--- config.mk ---
export PLATFORM = sky130hd
export DESIGN_NAME = univ_shift_reg
export DESIGN_NICKNAME = d
export VERILOG_FILES = /design/src/rtl/shreg_pkg.sv /design/src/rtl/shreg_mode_dec.sv /design/src/rtl/shreg_next.sv /design/src/rtl/univ_shift_reg.sv
export SDC_FILE = /design/constraint.sdc
export NUM_CORES = 1
export LEC_CHECK = 0
export BUFFER_PORTS_ARGS = -buffer_cell sky130_fd_sc_hd__buf_2
export CORE_AREA = 2 2 39 41
export DETAILED_ROUTE_END_ITERATION = 12
export DIE_AREA = 0 0 41 43
export GPL_TIMING_DRIVEN = 0
export HOLD_SLACK_MARGIN = 0.06
export PLACE_DENSITY = 0.51
export SETUP_SLACK_MARGIN = 0.02
export SKIP_LAST_GASP = 1
export SYNTH_ARGS = -nofsm -noshare
export SYNTH_HDL_FRONTEND = slang
export SYNTH_SLANG_ARGS = --single-unit
--- constraint.sdc ---
create_clock -name clk -period 1.3 [get_ports clk]
set_input_delay 0.39 -clock clk [delete_from_list [all_inputs] [get_ports clk]]
set_output_delay 0.39 -clock clk [all_outputs]
set_load 0.1 [all_outputs]
--- src/rtl/shreg_pkg.sv ---
package shreg_pkg;
    // The mode code is {sel1, sel0}.
    typedef enum logic [1:0] {
        OP_HOLD  = 2'b00,
        OP_RIGHT = 2'b01,
        OP_LEFT  = 2'b10,
        OP_LOAD  = 2'b11
    } shreg_op_e;
endpackage

--- src/rtl/shreg_mode_dec.sv ---
module shreg_mode_dec
    import shreg_pkg::*;
(
    input  logic      sel1,
    input  logic      sel0,
    output shreg_op_e op
);
    always_comb begin
        unique case ({sel1, sel0})
            2'b11:   op = OP_LOAD;
            2'b01:   op = OP_RIGHT;
            2'b10:   op = OP_LEFT;
            default: op = OP_HOLD;
        endcase
    end
endmodule

--- src/rtl/shreg_next.sv ---
module shreg_next
    import shreg_pkg::*;
#(
    parameter int WIDTH = 4
) (
    input  shreg_op_e        op,
    input  logic [WIDTH-1:0] q_cur,
    input  logic [WIDTH-1:0] par_d,
    input  logic             ser_right,
    input  logic             ser_left,
    output logic [WIDTH-1:0] q_nxt
);
    localparam int MSB = WIDTH - 1;

    always_comb begin
        unique case (op)
            OP_LOAD:  q_nxt = par_d;
            OP_RIGHT: q_nxt = {ser_right, q_cur[MSB:1]};
            OP_LEFT:  q_nxt = {q_cur[MSB-1:0], ser_left};
            OP_HOLD:  q_nxt = q_cur;
            default:  q_nxt = q_cur;
        endcase
    end
endmodule

--- src/rtl/univ_shift_reg.sv ---
module univ_shift_reg
    import shreg_pkg::*;
#(
    parameter int WIDTH = 4
) (
    input  logic             clk,
    input  logic             clr_n,
    input  logic             sel1,
    input  logic             sel0,
    input  logic             ser_right,
    input  logic             ser_left,
    input  logic [WIDTH-1:0] par_d,
    output logic [WIDTH-1:0] q
);
    shreg_op_e        op;
    logic [WIDTH-1:0] q_reg;
    logic [WIDTH-1:0] q_nxt;

    shreg_mode_dec u_dec (
        .sel1 (sel1),
        .sel0 (sel0),
        .op   (op)
    );

    shreg_next #(.WIDTH(WIDTH)) u_next (
        .op        (op),
        .q_cur     (q_reg),
        .par_d     (par_d),
        .ser_right (ser_right),
        .ser_left  (ser_left),
        .q_nxt     (q_nxt)
    );

    // State register; the clear is asynchronous.
    always_ff @(posedge clk or negedge clr_n) begin
        if (!clr_n) q_reg <= '0;
        else        q_reg <= q_nxt;
    end

    // Output process.
    always_comb q = q_reg;
endmodule

==> impl_metrics.sql <==
INSERT INTO impl_metrics (metric_group, metric, value, unit) VALUES
('pwr', 'ir_drop', '352', 'µV'),
('critical_path', 'reg2reg_depth', '2', ''),
('floorplan', 'dieArea', '0.00176', 'mm²'),
('clock_network', 'clock_tree.buffer_depth', '2', ''),
('layout', 'num-nets-final', '58', ''),
('layout', 'flip_flop_count_of_the_largest_register_all_copies_and_words_added', '4', ''),
('synthesis', 'synth_simple_gate_area_share', '30.4', '%'),
('layout', 'synthToLayoutAreaGrowth', '61.8', '%'),
('floorplan', 'floorplan.initialDensity', '18.7', '%'),
('clock_network', 'cts_tree', 'built', ''),
('grt', 'global_route_wire_length_before_repair', '903', 'µm'),
('critical_path', 'reg2reg_setup_slack', '340', 'ps'),
('synthesis', 'muxShareOfSynthArea', '0', '%'),
('critical_path', 'cp_top_family', 'flip-flops', ''),
('min_path', 'worst_hold_check_path_type', 'input pin to asynchronous set/reset pin', ''),
('placement', 'hpwlAfterDp', '509', 'µm'),
('routing', 'postRouteAntennaNets', '0', ''),
('sta', 'fin_crit_sh', '96.2', '%'),
('synthesis', 'synth-seq-cells', '4', ''),
('routing', 'wl_per_cell', '10.5', 'µm'),
('routing', 'route.vias.total', '247', ''),
('floorplan', 'design.portCount', '14', ''),
('clock_network', 'clk_pin_slew', '40', 'ps'),
('layout', 'diodes', '0', ''),
('routing', 'routed_via_density', '4.19', ''),
('sta', 'finalWorstSetupSlack', '48.9', 'ps'),
('clock_network', 'clock_sinks', '4', ''),
('pwr', 'cellPowerDensity', '1470', 'mW/mm²'),
('placement', 'place.gp.congestion', '0.713', ''),
('synthesis', 'synthesis.nets', '39', ''),
('sta', 'layout_min_cycle_time', '1250', 'ps'),
('clock_network', 'numCtsBuffers', '3', ''),
('synthesis', 'synth-compound-area-share', '13.5', '%'),
('critical_path', 'timing.critical_path.required', '910', 'ps'),
('layout', 'drive_gt1_share', '53.5', '%'),
('synthesis', 'synth_warnings', '0', ''),
('synthesis', 'syn_area', '259', 'µm²'),
('job', 'maxCapViolations', '0', ''),
('floorplan', 'core_area', '0.00138', 'mm²'),
('status', 'status', 'complete, no violations', ''),
('sta', 'skew', '3.48', 'ps'),
('clock_network', 'htree_num_levels', '1', ''),
('clock_network', 'insertion_delay', '230', 'ps'),
('critical_path', 'worstPathCellList', 'buf_6', ''),
('routing', 'detail_route.wirelength', '619', 'µm'),
('sta', 'worst_pin_slew', '255', 'ps'),
('synthesis', 'synth_cells', '26', ''),
('critical_path', 'worst_path_largest_cell_delay', '390', 'ps'),
('floorplan', 'fp.dieH', '43', 'µm'),
('grt', 'global_route.overflow_total', '0', ''),
('sta', 'setup_tns', '0', 'ps'),
('synthesis', 'synth_cell_types', '7', ''),
('grt', 'grt_antenna_before_repair', '0', ''),
('sta', 'rsz_0062_raised_after_global_routing', 'no', ''),
('placement', 'port_buffers', '13', ''),
('pwr', 'overall_power', '0.617', 'mW'),
('sta', 'max_slew_margin', '83.0', '%'),
('critical_path', 'critical_path.n_buffers_inverters', '1', ''),
('synthesis', 'seq_area_frac_synth', '38.6', '%'),
('floorplan', 'floorplan.die.width', '41', 'µm'),
('critical_path', 'worstReg2RegEnd', 'q[2]', ''),
('critical_path', 'worst_r2r_startpoint', 'q[1]', ''),
('pwr', 'leakage_power_total', '0.189', 'nW'),
('sta', 'final_report_hold_violation_count', '0', ''),
('grt', 'globalRouteTotalUtil', '7.82', '%'),
('grt', 'pin_count_of_the_biggest_net_entering_global_routing', '10', ''),
('synthesis', 'combinational_family_with_the_most_area_after_synthesis', 'simple AND/OR/NAND/NOR gates', ''),
('routing', 'detail_route.first_pass.iterations', '2', ''),
('placement', 'place_ws', '-173', 'ps'),
('critical_path', 'critical_path.endpoint_type', 'primary output', ''),
('grt', 'via_count_of_the_first_global_routing_pass', '239', ''),
('critical_path', 'critical_path.slowest_cell', 'sky130_fd_sc_hd__dfrtp_2', ''),
('sta', 'setup_violations', '0', ''),
('critical_path', 'critPathKind', 'flip-flop to primary output', ''),
('synthesis', 'synthesis.area_per_instance', '9.96', 'µm²'),
('synthesis', 'synth-adder-area-share', '14.5', '%'),
('critical_path', 'worst_ep_arrival_time', '860', 'ps'),
('routing', 'first_iter_violations', '1', ''),
('sta', 'finalMaxSlewViolations', '0', ''),
('synthesis', 'synthXorXnorAreaFrac', '0', '%'),
('clock_network', 'cts_root_buf', 'sky130_fd_sc_hd__clkbuf_4', ''),
('routing', 'drcViolationCount', '0', ''),
('critical_path', 'cp_launch_type', 'flip-flop', ''),
('sta', 'fmaxAchievable', '799', 'MHz'),
('critical_path', 'crit_path_max_fanout', '4', ''),
('floorplan', 'rows', '14', '');
==> worst max-delay path by stage <==
| stage | from | to | slack [ps] | cells past startpoint |
|---|---|---|---|---|
| after global routing | q[2] | q[2] | 30 | 1 |
| final | q[1] | q[1] | 50 | 1 |
| after detailed placement | sel1 | q[2] | -170 | 6 |
| after CTS | q[1] | q[1] | 40 | 1 |
| after floorplan | sel1 | q[0] | 30 | 5 |
| after global placement | sel1 | q[3] | -160 | 6 |
==> through the flow <==
stage	instances	instance area, µm²	hold slack (ps)	utilization (%)
after floorplan	26	264	94.4	-
after global placement	55	349	198	25.2
after detailed placement	55	349	198	25.2
after CTS	59	407	473	29.4
after global routing	59	419	507	30.3
final	59	419	491	30.3
==> worst register-to-register path: cells and delay by family, from the launching register on <==
family / cells / cell delay [ps]
flip-flops: 1 / 430
AO/OA/AOI/OAI: 1 / 310
AND/OR/NAND/NOR: 1 / 100
==> final cells by class <==
class                           count  area [µm²]
Tap cell                           16        20.0
Sequential cell                     4         105
Clock buffer                        3        22.5
Inverter                            2        7.51
Multi-Input combinational cell     20         160
Fill cell                         142         965
Timing Repair Buffer               14         104
==> cells in the mapped netlist <==
library cell	number	share of area, %
sky130_fd_sc_hd__nor3_1	8	15
sky130_fd_sc_hd__a221oi_1	4	14
sky130_fd_sc_hd__dfrtp_1	4	39
sky130_fd_sc_hd__nor2b_1	4	9.7
sky130_fd_sc_hd__ha_1	3	14
sky130_fd_sc_hd__inv_1	2	2.9
sky130_fd_sc_hd__nand2b_4	1	5.3
==> power by group <==
| group | internal (mW) | switching, mW | leakage, nW |
|---|---|---|---|
| logic | 0.0881 | 0.202 | 0.132 |
| registers | 0.150 | 0.0282 | 0.0425 |
| clock network | 0.103 | 0.0463 | 0.0138 |
| total | 0.341 | 0.276 | 0.189 |
==> routing by layer <==
| metal | global-route usage, % | vias up | wire [µm] | share of wire [%] |
|---|---|---|---|---|
| met5 | 0 | - | 0 | 0 |
| met4 | 6.00 | 0 | 0 | 0 |
| met3 | 1.57 | 0 | 53 | 8.6 |
| met2 | 8.75 | 14 | 232 | 37 |
| met1 | 12.1 | 99 | 333 | 54 |
| li1 | - | 134 | - | - |
==> kinds of logic after synthesis <==
logic type               after synthesis
AND/OR/NAND/NOR                       13
adder cells (fa/ha/maj)                3
AO/OA/AOI/OAI                          4
flip-flops                             4
buffers and inverters                  2
==> layout by cell type, fill, tap and decap left out <==
cell                            count
sky130_fd_sc_hd__a221oi_1           3
sky130_fd_sc_hd__a221oi_2           1
sky130_fd_sc_hd__buf_2              9
sky130_fd_sc_hd__buf_6              3
sky130_fd_sc_hd__buf_8              1
sky130_fd_sc_hd__clkbuf_4           3
sky130_fd_sc_hd__dfrtp_2            4
sky130_fd_sc_hd__dlygate4sd3_1      1
sky130_fd_sc_hd__ha_1               2
sky130_fd_sc_hd__ha_2               1
sky130_fd_sc_hd__inv_1              2
sky130_fd_sc_hd__nand2b_4           1
sky130_fd_sc_hd__nor2b_1            4
sky130_fd_sc_hd__nor3_1             8
==> what timing repair did <==
item	in CTS	in global routing
hold endpoints to repair	4	0
hold buffers	1	0
endpoints found under the setup margin	4	4
setup buffers	0	0
resized for setup	8	3
No activity file was read; power rests on OpenSTA's default activity.
